**src/rtl/vload_pkg.sv**
```systemverilog
// Package: shared types for the banked vector RAM load sequencer.
// Assumes: nothing beyond a single clock domain for all users.
package vload_pkg;

    // Operating mode held in the control register.
    typedef enum logic {
        MODE_LOAD  = 1'b0,
        MODE_DRIVE = 1'b1
    } vmode_e;

endpackage : vload_pkg

```
**src/rtl/vload_ctl_reg.sv**
```systemverilog
// Module: vload_ctl_reg
// Holds the mode bit and the active-low init bit, both written by one host
// register strobe. Every other bit of the written byte is discarded.
// Assumes: ctl_wr is a single-cycle pulse synchronous to clk.
module vload_ctl_reg
    import vload_pkg::*;
#(
    parameter int CTL_W    = 8,
    parameter int MODE_BIT = 3,
    parameter int INIT_BIT = 7
) (
    input  logic             clk,
    input  logic             rst_n,
    input  logic             ctl_wr,
    input  logic [CTL_W-1:0] ctl_data,
    output vmode_e           mode,
    output logic             init_n
);

    // Capture mode and init bit on a host write; reset to load mode, init idle.
    always_ff @(posedge clk) begin
        if (!rst_n) begin
            mode   <= MODE_LOAD;
            init_n <= 1'b1;
        end else if (ctl_wr) begin
            mode   <= vmode_e'(ctl_data[MODE_BIT]);
            init_n <= ctl_data[INIT_BIT];
        end
    end

    // a host write lands the selected bits in the next cycle.
    p_ctl_mode_r2: assert property (@(posedge clk) disable iff (!rst_n)
        ctl_wr |=> (mode == vmode_e'($past(ctl_data[MODE_BIT]))
                    && init_n == $past(ctl_data[INIT_BIT])));

    // without a write, both bits hold.
    p_ctl_hold_r2: assert property (@(posedge clk) disable iff (!rst_n)
        !ctl_wr |=> ($stable(mode) && $stable(init_n)));

endmodule : vload_ctl_reg

```
**src/rtl/vload_bank_ctr.sv**
```systemverilog
// Module: vload_bank_ctr
// Bank counter that starts at PRESET and steps once per load-mode port write.
// At the last code a write reloads PRESET and produces a one-clock low
// strobe on dec_n. A port read while init_n is low re-seeds PRESET and
// takes priority over a write in the same cycle.
// Assumes: strobes are single-cycle pulses and the count starts in range.
module vload_bank_ctr
    import vload_pkg::*;
#(
    parameter int CNT_W     = 4,
    parameter int PRESET    = 5,
    parameter int NUM_BANKS = 11
) (
    input  logic             clk,
    input  logic             rst_n,
    input  vmode_e           mode,
    input  logic             init_n,
    input  logic             port_rd,
    input  logic             port_wr,
    output logic [CNT_W-1:0] cnt,
    output logic             dec_n
);

    localparam logic [CNT_W-1:0] CODE_FIRST = CNT_W'(PRESET);
    localparam logic [CNT_W-1:0] CODE_LAST  = CNT_W'(PRESET + NUM_BANKS - 1);

    logic init_go;
    logic in_range;
    logic adv;
    logic wrap;

    // Classify this cycle's port access.
    always_comb begin
        init_go  = port_rd && !init_n;
        in_range = (cnt >= CODE_FIRST) && (cnt <= CODE_LAST);
        adv      = port_wr && (mode == MODE_LOAD) && in_range && !init_go;
        wrap     = adv && (cnt == CODE_LAST);
    end

    // Counter update: the init reload has priority, then the wrap, then the step.
    always_ff @(posedge clk) begin
        if (!rst_n) begin
            cnt <= CODE_FIRST;
        end else if (init_go || wrap) begin
            cnt <= CODE_FIRST;
        end else if (adv) begin
            cnt <= cnt + CNT_W'(1);
        end
    end

    // Decrement strobe: a registered, one-clock copy of the wrap event.
    always_ff @(posedge clk) begin
        if (!rst_n) begin
            dec_n <= 1'b1;
        end else begin
            dec_n <= !wrap;
        end
    end

    // init read re-seeds the counter.
    p_init_load_r7: assert property (@(posedge clk) disable iff (!rst_n)
        init_go |=> (cnt == CODE_FIRST));

    // an ordinary load-mode write steps by one.
    p_step_r5: assert property (@(posedge clk) disable iff (!rst_n)
        (adv && !wrap) |=> (cnt == $past(cnt) + CNT_W'(1)));

    // a write at the last code reloads and strobes.
    p_wrap_r6: assert property (@(posedge clk) disable iff (!rst_n)
        wrap |=> (!dec_n && cnt == CODE_FIRST));

    // the strobe is exactly one clock wide.
    p_dec_width_r6: assert property (@(posedge clk) disable iff (!rst_n)
        !dec_n |=> dec_n);

    // drive-mode writes neither move the count nor strobe.
    p_drive_hold_r8: assert property (@(posedge clk) disable iff (!rst_n)
        (mode == MODE_DRIVE && !init_go) |=> ($stable(cnt) && dec_n));

    // a collision of init read and write yields a reload and no strobe.
    p_collide_r9: assert property (@(posedge clk) disable iff (!rst_n)
        (init_go && port_wr) |=> (cnt == CODE_FIRST && dec_n));

endmodule : vload_bank_ctr

```
**src/rtl/vload_sel_dec.sv**
```systemverilog
// Module: vload_sel_dec
// Turns the bank count into active-low RAM selects. In drive mode every
// select is low; in load mode only the select for (cnt - PRESET) is low,
// and a count outside the bank range selects nothing.
// Assumes: purely combinational; the caller registers its inputs.
module vload_sel_dec
    import vload_pkg::*;
#(
    parameter int CNT_W     = 4,
    parameter int PRESET    = 5,
    parameter int NUM_BANKS = 11
) (
    input  vmode_e               mode,
    input  logic [CNT_W-1:0]     cnt,
    output logic [NUM_BANKS-1:0] sel_n
);

    // One comparator per bank, each matching its own count code.
    for (genvar g = 0; g < NUM_BANKS; g++) begin : g_bank
        localparam logic [CNT_W-1:0] CODE = CNT_W'(PRESET + g);
        assign sel_n[g] = !((mode == MODE_DRIVE) || (cnt == CODE));
    end

endmodule : vload_sel_dec

```
**src/rtl/vload_seq.sv**
```systemverilog
// Module: vload_seq (top)
// Steers host port writes across NUM_BANKS RAMs. Bank 0 is picked by count
// PRESET, and the last bank is the control RAM. After the control-RAM write
// it emits a one-clock decrement strobe and returns to bank 0.
// Assumes: all strobes are single-cycle pulses on clk; reset is synchronous.
module vload_seq
    import vload_pkg::*;
#(
    parameter int CTL_W     = 8,
    parameter int MODE_BIT  = 3,
    parameter int INIT_BIT  = 7,
    parameter int CNT_W     = 4,
    parameter int PRESET    = 5,
    parameter int NUM_BANKS = 11
) (
    input  logic                 clk,
    input  logic                 rst_n,
    input  logic                 ctl_wr,
    input  logic [CTL_W-1:0]     ctl_data,
    input  logic                 port_rd,
    input  logic                 port_wr,
    output logic [NUM_BANKS-1:0] bank_sel_n,
    output logic                 dec_n
);

    vmode_e           mode;
    logic             init_n;
    logic [CNT_W-1:0] cnt;

    // Host control register.
    vload_ctl_reg #(
        .CTL_W    (CTL_W),
        .MODE_BIT (MODE_BIT),
        .INIT_BIT (INIT_BIT)
    ) u_ctl (
        .clk      (clk),
        .rst_n    (rst_n),
        .ctl_wr   (ctl_wr),
        .ctl_data (ctl_data),
        .mode     (mode),
        .init_n   (init_n)
    );

    // Bank counter and decrement strobe.
    vload_bank_ctr #(
        .CNT_W     (CNT_W),
        .PRESET    (PRESET),
        .NUM_BANKS (NUM_BANKS)
    ) u_ctr (
        .clk     (clk),
        .rst_n   (rst_n),
        .mode    (mode),
        .init_n  (init_n),
        .port_rd (port_rd),
        .port_wr (port_wr),
        .cnt     (cnt),
        .dec_n   (dec_n)
    );

    // Select decoder.
    vload_sel_dec #(
        .CNT_W     (CNT_W),
        .PRESET    (PRESET),
        .NUM_BANKS (NUM_BANKS)
    ) u_dec (
        .mode  (mode),
        .cnt   (cnt),
        .sel_n (bank_sel_n)
    );

    // drive mode selects every RAM.
    p_drive_all_r3: assert property (@(posedge clk) disable iff (!rst_n)
        (mode == MODE_DRIVE) |-> (bank_sel_n == '0));

    // load mode selects exactly one RAM, since the count never leaves range.
    p_load_one_r4: assert property (@(posedge clk) disable iff (!rst_n)
        (mode == MODE_LOAD) |-> ($countones(~bank_sel_n) == 1));

    // while a strobe is out, the first bank is the one selected in load mode.
    p_dec_first_r6: assert property (@(posedge clk) disable iff (!rst_n)
        (!dec_n && mode == MODE_LOAD) |-> (bank_sel_n[0] == 1'b0));

endmodule : vload_seq

```
**config.mk**
```make
export PLATFORM = sky130hd
export DESIGN_NAME = vload_seq
export DESIGN_NICKNAME = d
export VERILOG_FILES = /design/src/rtl/vload_pkg.sv /design/src/rtl/vload_ctl_reg.sv /design/src/rtl/vload_bank_ctr.sv /design/src/rtl/vload_sel_dec.sv /design/src/rtl/vload_seq.sv
export SDC_FILE = /design/constraint.sdc
export NUM_CORES = 1
export LEC_CHECK = 0
export BUFFER_PORTS_ARGS = -buffer_cell sky130_fd_sc_hd__buf_2
export CAP_MARGIN = 10
export CORE_AREA = 8 8 45 47
export CTS_BUF_LIST = sky130_fd_sc_hd__clkbuf_4 sky130_fd_sc_hd__clkbuf_8
export CTS_CLUSTER_SIZE = 24
export DETAILED_ROUTE_END_ITERATION = 12
export DIE_AREA = 0 0 53 55
export GPL_TIMING_DRIVEN = 1
export PLACE_DENSITY = 0.67
export SETUP_SLACK_MARGIN = 0.1
export SLEW_MARGIN = 20
export SYNTH_ARGS = -nofsm -noshare
export SYNTH_HDL_FRONTEND = slang
export SYNTH_SLANG_ARGS = --single-unit
```
**constraint.sdc**
```tcl
create_clock -name clk -period 3.75 [get_ports clk]
set_input_delay 0.375 -clock clk [delete_from_list [all_inputs] [get_ports clk]]
set_output_delay 0.375 -clock clk [all_outputs]
set_load 0.02 [all_outputs]
```
; ---- Yosys cells after proc, flatten, opt, wreduce, memory -nomap -nowiden
; Index checks and enable logic that the tools add are counted.
[totals]
register_bits = 7
latch_bits = 0
ramBits = 0
rom_bits = 0
mem_count = 0
[op_classes]
add_sub_neg = 1
mul = 0
div = 0
order_cmp = 2
n_eq_ne = 11
shift = 0
muxes = 0
bitwise = 2
n_reduce_logical = 33
[op_table]
columns = op, count
row1 = $eq A4 B4 Y1 const B, 8
row2 = $logic_not A1 Y1, 14
row3 = $eq A4 B3 Y1 const B, 3
row4 = $logic_or A1 B1 Y1, 12
row5 = $logic_and A1 B1 Y1, 6
row6 = $add A4 B1 Y4 const B, 1
row7 = $ge A4 B3 Y1 const B, 1
row8 = $le A4 B4 Y1 const B, 1
row9 = $not A1 Y1, 2
row10 = $reduce_or A2 Y1, 1

; ---- Depth between registers and ports, before layout
; Gate-level depths: netlist (run 1).
[depth]
word_depth = 7
ltp_mapped = 6
ltp_nobuf = 6

; ---- Hierarchy
; Synthesis (run 1) repeated with hierarchy kept, for this count alone.
[unflattened]
hier_cells = 59
area_unflattened_um2 = 484.2
[modules_own_cells]
columns = module, instances, cells_each, area_per_inst_um2, seq_area_each_um2
row1 = vload_bank_ctr, 1, 35, 305.3, 100.1
row2 = vload_sel_dec, 1, 18, 108.9, 0.0
row3 = vload_ctl_reg, 1, 6, 70.1, 40.0

; ---- Worst setup path before layout (run 1)
; OpenSTA, ideal clock, no wires.
[synth_path]
path_kind = reg-to-output
startpoint = reg u_ctr.cnt[0]
endpoint = out bank_sel_n[9]
t_arrival_ps = 1087
required_ps = 3375
path_slack_ps = 2288
stages_incl_launch_ff = 4
n_path_buf = 0
path_cell_list = dfxtp_1 inv_1 ha_1 a31oi_1
[synth_via]
elab_chain_cells = 3
[synth_lines]
columns = item, line_no
row1 = "start, declared", vload_bank_ctr.sv:20  ; output logic [CNT_W-1:0] cnt,
row2 = "start signal, assigned", vload_bank_ctr.sv:47  ; cnt <= cnt + CNT_W'(1);
row3 = $eq A4 B4 Y1, vload_sel_dec.sv:21  ; assign sel_n[g] = !((mode == MODE_DRIVE) || (cnt == CODE));
row4 = $logic_or A1 B1 Y1, vload_sel_dec.sv:21
row5 = $logic_not A1 Y1, vload_sel_dec.sv:21
row6 = "end, declared", vload_seq.sv:22  ; output logic [NUM_BANKS-1:0] bank_sel_n,
; Every way passes these cells.

; ---- Worst setup path in the final report (run 1)
[layout_path]
startpoint = reg u_ctr.cnt[0]
endpoint = out bank_sel_n[10]
; Same word-level chain as after synthesis.

==> results by group, run 1 <==
Status
  • Outcome: completed

Critical path
  • Reg-to-reg startpoint: u_ctr.cnt[0]
  • Critical path's slowest cell: dfxtp_1
  • CP Max Fanout: 5
  • Buf+Inv Stages, Crit Path: 1
  • Worst reg-to-reg setup slack: 2110 ps
  • CP Cell Sequence: ha_1, and3_4, nor2_1, buf_2
  • Top Family by Delay on Critical Path: flip-flops
  • Cell depth of the worst flop-to-flop path: 6
  • Critical R2R Capture: u_ctr.cnt[1]
  • Crit path from: u_ctr.cnt[0]
  • Critical Path RT: 3380 ps
  • Worst Setup Start Kind: flip-flop
  • Worst EP arrival: 1370 ps
  • Critical path class: flip-flop to output port
  • Worst path max stage delay: 400 ps
  • Critical Path Sink Type: output port

Power
  • P_sw: 0.0790 mW
  • Switching part of the total: 33.4%
  • Maximum vdd ir drop: 0.230 mV
  • LEAKAGE: 0.271 nW
  • Clock power frac: 31.3%
  • Combinational fraction of design power: 30.9%
  • Pwr/cell area: 389 mW/mm2
  • Seq pwr share: 37.7%
  • Internal: 0.158 mW

Global routing
  • Vias in the first global route: 422
  • Initial antenna violation count: 0
  • Global-route wire length before repair: 1850 um
  • Largest net degree at the start of global routing: 14
  • Remaining Overflow, GRT: 0
  • All-Layer GR Usage: 8.52%

CTS
  • Sink Count: 7
  • Longest Clk Path Bufs: 2
  • Post-CTS resize count: 0
  • Hold_buf cts: 0
  • CTS root buffer: clkbuf_4
  • Setup Buffers After CTS: 0
  • Worst-Skew Late Latency: 250 ps
  • TritonCTS clock tree: done
  • Max H-tree Level: 1
  • TritonCTS Buffers: 3
  • Clock transition at path regs: 50 ps

Timing
  • Final worst path period share: 46.5%
  • RSZ-0062 raised after global routing: false
  • Final setup fails: 0
  • Final Hold Viols: 0
  • Final min period: 1740 ps
  • Max frequency: 573 MHz
  • Worst Skew: 0.665 ps
  • Worst slew margin: 73.4%
  • Fin Hold WS: 336 ps
  • Slew Limit Fails: 0
  • Setup tns final: 0 ps
  • Slew @ Worst Pin: 398 ps

Logic synthesis
  • Area leader, netlist: dfxtp_1
  • Syn_nets: 76
  • Cell variety after synth: 24
  • Sequential share of the synthesized area: 28.6%
  • Mapped Cells: 58
  • Post-synth EDFFs: 0
  • Synth Cell Area: 490 um2
  • Most numerous cell in the Yosys netlist: a21oi_1
  • Yosys warns: 0
  • Synth top cells by count: 10 x a21oi_1, 7 x dfxtp_1, 5 x ha_1, 4 x nand2_1
  • FF+latch count, synth: 7
  • Area contributors post-synth: dfxtp_1 29%, ha_1 13%, a21oi_1 10%, mux2i_1 6.1%, and2b_2 5.4%
  • Mean Syn Cell Area: 8.46 um2
  • Ys async rst share: 0%
  • Synth top area share: 28.6%
  • Main synth FF type: dfxtp_1

Floorplan
  • Initial Util: 35.4%
  • Die X: 53 um
  • Site row count: 14
  • Core ar.: 0.00138 mm2
  • Die Ht: 55 um
  • IO Count: 25
  • Die footprint: 0.00292 mm2

Detailed routing
  • DRC: 0
  • DR vias: 489
  • Post-route ant nets: 0
  • Vias/cell: 5.26
  • Initial DRT Pass Iterations: 4
  • Routed WL: 1150 um
  • Avg WL per Cell: 12.3 um
  • DR iter-0 viols: 7

Final layout
  • Layout cells sized above 1: 36.4%
  • Synth-to-layout area growth: 24.0%
  • Antenna cells: 0
  • Fin nets: 96
  • Final Instance Area: 608 um2

Hold path
  • Worst Hold Class: input pin to flip-flop
  • WHS Endpoint: u_ctl.init_n
  • Worst Hold Path Cells: 2
  • Critical hold path startpoint: rst_n

Run
  • Max-cap violation count: 0

Place
  • I/O Buffers: 18
  • DP HPWL: 922 um
  • Final GP Congestion: 0.717
  • Placed Area: 578 um2
[power groups by stage]
stage          combinational, mW  sequential [mW]  clock [mW]
6_report                  0.0733           0.0893      0.0742
3_5_place_dp              0.0742           0.0908           0
5_1_grt                   0.0818           0.0906      0.0845
3_3_place_gp              0.0718           0.0906           0
4_1_cts                   0.0743           0.0892      0.0780
2_1_floorplan             0.0571           0.0855           0
[final cells by class]
cell class | instances | area, um2
Clock buffer | 4 | 30.0
Timing Repair Buffer | 18 | 90.1
Multi-Input combinational cell | 45 | 317
Sequential cell | 7 | 140
Inverter | 3 | 11.3
Tap cell | 16 | 20.0
Fill cell | 135 | 776
[registers in the layout, summed over array words and instances (netlist names)]
signal / flops
u_ctr.dec_n: 1
u_ctl.mode: 1
u_ctl.init_n: 1
u_ctr.cnt: 4
[metal layers]
metal	track usage, %	share of wire [%]	vias up
met2	14.3	54	10
met3	5.08	6.2	0
li1	-	-	243
met5	0	0	-
met1	8.81	39	236
met4	2.59	0	0
[kinds of logic after synthesis]
family / count (synthesis) / share of synthesized area, %
multiplexers: 3 / 6.12
buffers and inverters: 6 / 6.89
adder cells (fa/ha/maj): 5 / 12.8
AO/OA/AOI/OAI: 17 / 19.4
flip-flops: 7 / 28.6
AND/OR/NAND/NOR: 20 / 26.3
[metrics by stage]
stage               power, mW  setup WS, ps  utilization [%]  std cells
floorplan               0.143          2290                -         58
finish                  0.237          2010             43.9         93
global route            0.257          1890             43.9         93
global placement        0.162          2160             41.8         89
detailed placement      0.165          2120             41.8         89
CTS                     0.241          1990             43.9         93
[layout by cell type, fill, tap and decap left out, types with 2 or more instances in the layout]
cell and n:
a21oi_1 10, inv_1 3, buf_2 18, nand2_1 4, and2b_2 3, o21ai_0 2, mux2i_1 3, dfxtp_1 7
ha_1 5, nor2_1 3, nand3_1 2, clkbuf_4 4, a31oi_1 3
[how the worst max path moves through the flow]
stage / end / slack, ps / depth (start not counted)
floorplan: bank_sel_n[9] / 2290 / 3
global placement: u_ctr.cnt[1] / 2160 / 6
detailed placement: u_ctr.cnt[1] / 2120 / 6
CTS: bank_sel_n[10] / 1990 / 4
global route: bank_sel_n[3] / 1890 / 3
finish: bank_sel_n[10] / 2010 / 4
No activity file was read; power rests on OpenSTA's default activity.
==> inputs of run 2 (changes only) <==
==> constraint.sdc (replaced) <==
create_clock -name clk -period 1.83 [get_ports clk]
set_input_delay 0.183 -clock clk [delete_from_list [all_inputs] [get_ports clk]]
set_output_delay 0.183 -clock clk [all_outputs]
set_load 0.02 [all_outputs]
==> run 2 against run 1 <==
Against the previous run: clock power up 110%; highest routed layer is now met4; core utilization unchanged; worst setup slack worse by 1800 ps; total power up 100%; sequential share of layout area unchanged; sequential power up 100%; global-route usage down 0.54 points; wire length down 0.70%; register-to-register slack worse by 1900 ps; first-iteration DRC count down 100%; largest power group unchanged; non-clock buffer count unchanged.
==> results by group, run 2 (synthesized netlist as in run 1, its figures left out) <==
Status
  • Outcome: completed

Global routing
  • Remaining Overflow, GRT: 0 (unchanged)
  • Initial antenna violation count: 0 (unchanged)
  • Global-route wire length before repair: 1730 um (-6.4%)
  • All-Layer GR Usage: 7.98% (-0.54 points)
  • Vias in the first global route: 415 (-1.7%)
  • Largest net degree at the start of global routing: 14 (unchanged)

Critical path
  • Critical Path Sink Type: flip-flop
  • Critical path's slowest cell: or4b_1
  • Critical path class: flip-flop to flip-flop
  • Critical Path RT: 2010 ps (-1370 ps)
  • Worst reg-to-reg setup slack: 210 ps (-1900 ps)
  • CP Max Fanout: 5 (unchanged)
  • Worst path max stage delay: 480 ps (+80 ps)
  • Reg-to-reg startpoint: u_ctr.cnt[0]
  • Worst Setup Start Kind: flip-flop
  • Cell depth of the worst flop-to-flop path: 6 (unchanged)
  • Critical R2R Capture: u_ctr.cnt[1]
  • Critical Path Most Common Cell: a21oi_1
  • CP Cell Sequence: inv_1, ha_1, nand2b_1, a21oi_1, or4b_1, a21oi_1
  • Top Family by Delay on Critical Path: simple AND/OR/NAND/NOR gates
  • Worst EP arrival: 1810 ps (+440 ps)
  • Buf+Inv Stages, Crit Path: 1 (unchanged)

Detailed routing
  • Post-route ant nets: 0 (unchanged)
  • DR iter-0 viols: 0 (-7)
  • DRC: 0 (unchanged)
  • Initial DRT Pass Iterations: 1 (-3)
  • Avg WL per Cell: 12.2 um (-0.70%)
  • Vias/cell: 5.13 (-2.5%)
  • DR vias: 477 (-2.5%)
  • Routed WL: 1140 um (-0.70%)

Final layout
  • Commonest cells after routing, fill and taps aside: 18 x buf_2, 10 x a21oi_1, 7 x dfxtp_1
  • Finished Core Util: 43.9% (unchanged)
  • Antenna cells: 0 (unchanged)
  • Max reg flops: 4 (unchanged)
  • Synth-to-layout area growth: 24.0% (unchanged)
  • Layout cells sized above 1: 36.4% (unchanged)
  • Fin nets: 96 (unchanged)
  • Commonest non-fill, non-tap cell in the layout: buf_2
  • Biggest register: u_ctr.cnt

CTS
  • Max H-tree Level: 1 (unchanged)
  • TritonCTS Buffers: 3 (unchanged)
  • TritonCTS clock tree: done
  • Setup Buffers After CTS: 0 (unchanged)
  • Hold_buf cts: 0 (unchanged)
  • Sink Count: 7 (unchanged)
  • Clock transition at path regs: 50 ps (about the same)
  • CTS root buffer: clkbuf_4
  • Post-CTS resize count: 0 (unchanged)
  • Worst-Skew Late Latency: 250 ps (about the same)
  • Longest Clk Path Bufs: 2 (unchanged)

Timing
  • Fin Hold WS: 144 ps (-192 ps)
  • Slew @ Worst Pin: 381 ps (-16.8 ps)
  • Final worst path period share: 88.7%
  • Final min period: 1620 ps
  • Final setup fails: 0 (unchanged)
  • Worst Skew: 0.956 ps (+0.291 ps)
  • Setup tns final: 0 ps (unchanged)
  • Slew Limit Fails: 0 (unchanged)
  • Final Hold Viols: 0 (unchanged)
  • Worst slew margin: 74.5% (+1.1 points)
  • RSZ-0062 raised after global routing: false
  • Max frequency: 616 MHz

Power
  • Tot Pwr: 0.485 mW (+100%)
  • LEAKAGE: 0.271 nW (unchanged)
  • Maximum vdd ir drop: 0.352 mV (+53%)
  • Pwr/cell area: 797 mW/mm2 (+100%)

Floorplan
  • IO Count: 25 (unchanged)
  • Initial Util: 35.4% (unchanged)
  • Site row count: 14 (unchanged)
  • Core ar.: 0.00138 mm2 (unchanged)
  • Die footprint: 0.00292 mm2 (unchanged)
  • Die X: 53 um (unchanged)
  • Die Ht: 55 um (unchanged)

Hold path
  • Worst Hold Class: input pin to flip-flop
  • Worst Hold Path Cells: 2 (unchanged)
  • WHS Endpoint: u_ctl.init_n
  • Critical hold path startpoint: rst_n

Place
  • I/O Buffers: 18 (unchanged)
  • Final GP Congestion: 0.716 (-0.21%)
  • DP HPWL: 916 um (-0.60%)

Run
  • Max-cap violation count: 0 (unchanged)
==> run 2: cell counts in the layout (fill, tap and decap cells not counted) <==
No cell type changed its count.
==> run 2: routing by layer <==
layer	track usage [%]	vias up	share of wire [%]	wire length (um)
li1	-	244	-	-
met4	5.17	0	1.7	19
met5	0	-	0	0
met3	3.21	5	5.7	65
met1	7.46	220	40	457
met2	14.3	8	52	596
==> run 2: worst max-delay path by stage <==
| stage | from | end | slack [ps] | cells after the start |
|---|---|---|---|---|
| CTS | u_ctr.cnt[0] | u_ctr.cnt[1] | 180 | 6 |
| global placement | u_ctr.cnt[0] | u_ctr.cnt[1] | 240 | 6 |
| floorplan | u_ctr.cnt[0] | u_ctr.cnt[1] | 370 | 4 |
| global route | u_ctr.cnt[1] | u_ctr.cnt[1] | 100 | 6 |
| finish | u_ctr.cnt[0] | u_ctr.cnt[1] | 210 | 6 |
| detailed placement | u_ctr.cnt[0] | u_ctr.cnt[1] | 190 | 6 |
==> run 2: where the power goes <==
group / switching (mW) / internal (mW)
clock: 0.0548 / 0.0978
sequential: 0.0181 / 0.164
combinational: 0.0885 / 0.0610
==> run 2: area by class of cell <==
class                           count  area [um2]
Fill cell                         139         776
Multi-Input combinational cell     45         317
Sequential cell                     7         140
Timing Repair Buffer               18        90.1
Clock buffer                        4        30.0
Tap cell                           16        20.0
Inverter                            3        11.3
==> run 2: metrics by stage <==
stage / area, um2 / setup slack (ps) / std cells
global placement: 578 / 243 / 89
global route: 608 / 105 / 93
finish: 608 / 208 / 93
floorplan: 490 / 369 / 58
CTS: 608 / 177 / 93
detailed placement: 578 / 188 / 89
==> inputs of run 3 (changes only) <==
--- a/config.mk
+++ b/config.mk
@@ -7,11 +7,11 @@
 export LEC_CHECK = 0
 export BUFFER_PORTS_ARGS = -buffer_cell sky130_fd_sc_hd__buf_2
 export CAP_MARGIN = 10
-export CORE_AREA = 8 8 45 47
+export CORE_AREA = 2 2 39 41
 export CTS_BUF_LIST = sky130_fd_sc_hd__clkbuf_4 sky130_fd_sc_hd__clkbuf_8
 export CTS_CLUSTER_SIZE = 24
 export DETAILED_ROUTE_END_ITERATION = 12
-export DIE_AREA = 0 0 53 55
+export DIE_AREA = 0 0 41 43
 export GPL_TIMING_DRIVEN = 1
 export PLACE_DENSITY = 0.67
 export SETUP_SLACK_MARGIN = 0.1
==> run 3 against run 2 <==
Against the previous run: core utilization increased by 0.27 points; hold slack got worse by 1.4 ps; via count unchanged; critical path depth unchanged; fmax increased by 1.5%; sequential power about the same; cell count unchanged; largest cell class unchanged.
==> results by group, run 3 (synthesized netlist as in run 1, its figures left out) <==
Status
  • Outcome: completed

Place
  • Final GP Congestion: 0.720 (+0.59%)
  • Placed cells: 89 (unchanged)
  • DP HPWL: 779 um (-15%)
  • I/O Buffers: 18 (unchanged)
  • Placed Area: 578 um2 (unchanged)

Final layout
  • FILL cells: 142 (+2.2%)
  • Biggest register: u_ctr.cnt
  • Register area: 141 um2 (+0.89%)
  • Multi-input gate area: 319 um2 (+0.79%)
  • Commonest non-fill, non-tap cell in the layout: buf_2
  • Fin nets: 96 (unchanged)
  • Synth-to-layout area growth: 24.7%
  • Non-Filler Instances: 93 (unchanged)
  • Final Instance Area: 612 um2 (+0.62%)
  • Antenna cells: 0 (unchanged)
  • Max reg flops: 4 (unchanged)
  • Commonest cells after routing, fill and taps aside: 18 x buf_2, 10 x a21oi_1, 6 x dfxtp_1
  • Layout cells sized above 1: 39.0% (+2.6 points)

Timing
  • Worst slew margin: 74.1% (-0.47 points)
  • Final setup fails: 0 (unchanged)
  • Setup tns final: 0 ps (unchanged)
  • Fin Hold WS: 143 ps (-1.41 ps)
  • Final worst path period share: 87.3% (-1.3 points)
  • Slew @ Worst Pin: 388 ps (+6.99 ps)
  • Max frequency: 626 MHz (+1.5%)
  • Slew Limit Fails: 0 (unchanged)
  • Final Hold Viols: 0 (unchanged)
  • Final min period: 1600 ps (-24.6 ps)
  • RSZ-0062 raised after global routing: false
  • Worst Skew: 2.33 ps (+1.37 ps)

CTS
  • Longest Clk Path Bufs: 2 (unchanged)
  • Sink Count: 7 (unchanged)
  • Setup Buffers After CTS: 0 (unchanged)
  • CTS root buffer: clkbuf_4
  • TritonCTS Buffers: 3 (unchanged)
  • Clock transition at path regs: 50 ps (about the same)
  • Max H-tree Level: 1 (unchanged)
  • Worst-Skew Late Latency: 250 ps (about the same)
  • TritonCTS clock tree: done

Detailed routing
  • Initial DRT Pass Iterations: 4 (+3)
  • Routed WL: 1000 um (-12%)
  • DR iter-0 viols: 6 (+6)
  • Post-route ant nets: 0 (unchanged)
  • DRC: 0 (unchanged)
  • Vias/cell: 5.13 (unchanged)
  • DR vias: 477 (unchanged)
  • Avg WL per Cell: 10.8 um (-12%)

Floorplan
  • IO Count: 25 (unchanged)
  • Die Ht: 43 um (-22%)
  • Die X: 41 um (-23%)
  • Core ar.: 0.00138 mm2 (unchanged)
  • Initial Util: 35.4% (unchanged)
  • Die footprint: 0.00176 mm2 (-40%)
  • Site row count: 14 (unchanged)

Power
  • Switching part of the total: 33.1% (-0.19 points)
  • LEAKAGE: 0.270 nW (-0.51%)
  • Seq pwr share: 38.0% (+0.3 points)
  • Clock power frac: 31.5% (about the same)
  • Combinational fraction of design power: 30.5% (-0.3 points)
  • P_sw: 0.161 mW (-0.39%)
  • Internal: 0.325 mW (+0.49%)
  • Pwr/cell area: 793 mW/mm2 (-0.42%)
  • Maximum vdd ir drop: 0.386 mV (+9.5%)

Critical path
  • Critical Path RT: 2010 ps (about the same)
  • Worst Setup Start Kind: flip-flop
  • Worst EP arrival: 1780 ps (-30 ps)
  • Critical path class: flip-flop to flip-flop
  • Cell depth of the worst flop-to-flop path: 6 (unchanged)
  • Critical Path Sink Type: flip-flop
  • CP Max Fanout: 5 (unchanged)

Run
  • Max-cap violation count: 0 (unchanged)

Global routing
  • Largest net degree at the start of global routing: 14 (unchanged)
  • Global-route wire length before repair: 1570 um (-9.5%)
  • Initial antenna violation count: 0 (unchanged)
  • All-Layer GR Usage: 13.2% (+5.2 points)
  • Vias in the first global route: 389 (-6.3%)
  • Remaining Overflow, GRT: 0 (unchanged)

Hold path
  • Worst Hold Path Cells: 2 (unchanged)
  • Worst Hold Class: input pin to flip-flop
-- run 3: cell counts in the layout (fill, tap and decap cells not counted) --
Identical to the previous run, type by type.
-- run 3: path summary, 6_finish.rpt --
path / startpoint / end / slack [ps]
worst max-delay path: u_ctr.cnt[1] / u_ctr.cnt[1] / 230
worst max register to register: u_ctr.cnt[1] / u_ctr.cnt[1] / 230
worst min-delay path: rst_n / u_ctl.init_n / 140
worst min register to register: u_ctl.init_n / u_ctl.init_n / 470
-- run 3: critical path, stage by stage, from the launching register on --
cell	delay, ps
dfxtp_1	340
inv_1	110
ha_2	220
nand2b_1	130
a21oi_1	90
or4b_1	490
a21oi_1	150
-- run 3: power groups by stage --
stage	registers, mW	logic (mW)	clock network (mW)
after CTS	0.183	0.149	0.158
after floorplan	0.175	0.117	0
after detailed placement	0.186	0.148	0
final	0.185	0.148	0.153
after global placement	0.186	0.145	0
after global routing	0.186	0.166	0.165
-- run 3: what timing repair did --
item                       4_1_cts  5_1_grt
setup endpoints to repair        0        1
gates resized for setup          0        2
hold buffers                     0        0
-- run 3: final cells by class --
cell class	count	area share (%)
multi-input cells	45	52.1
flip-flops and latches	7	23.1
repair buffers	18	14.7
clock buffers	4	4.91
well taps	16	3.27
inverters	3	1.84
-- run 3: routing by layer --
metal / global-route usage (%) / part of all wire, % / vias to the layer above / wire length (um)
li1: - / - / 245 / -
met1: 15.5 / 47 / 220 / 470
met2: 19.4 / 48 / 10 / 477
met4: 6.00 / 1.4 / 0 / 14
met5: 0 / 0 / - / 0
met3: 6.28 / 4.0 / 2 / 40
-- run 3: per-stage QoR --
| stage | util, % | power (mW) | setup slack, ps |
|---|---|---|---|
| after detailed placement | 41.8 | 0.335 | 197 |
| final | 44.2 | 0.485 | 232 |
| after floorplan | - | 0.292 | 369 |
| after CTS | 43.9 | 0.490 | 185 |
| after global placement | 41.8 | 0.331 | 243 |
| after global routing | 44.2 | 0.518 | 120 |
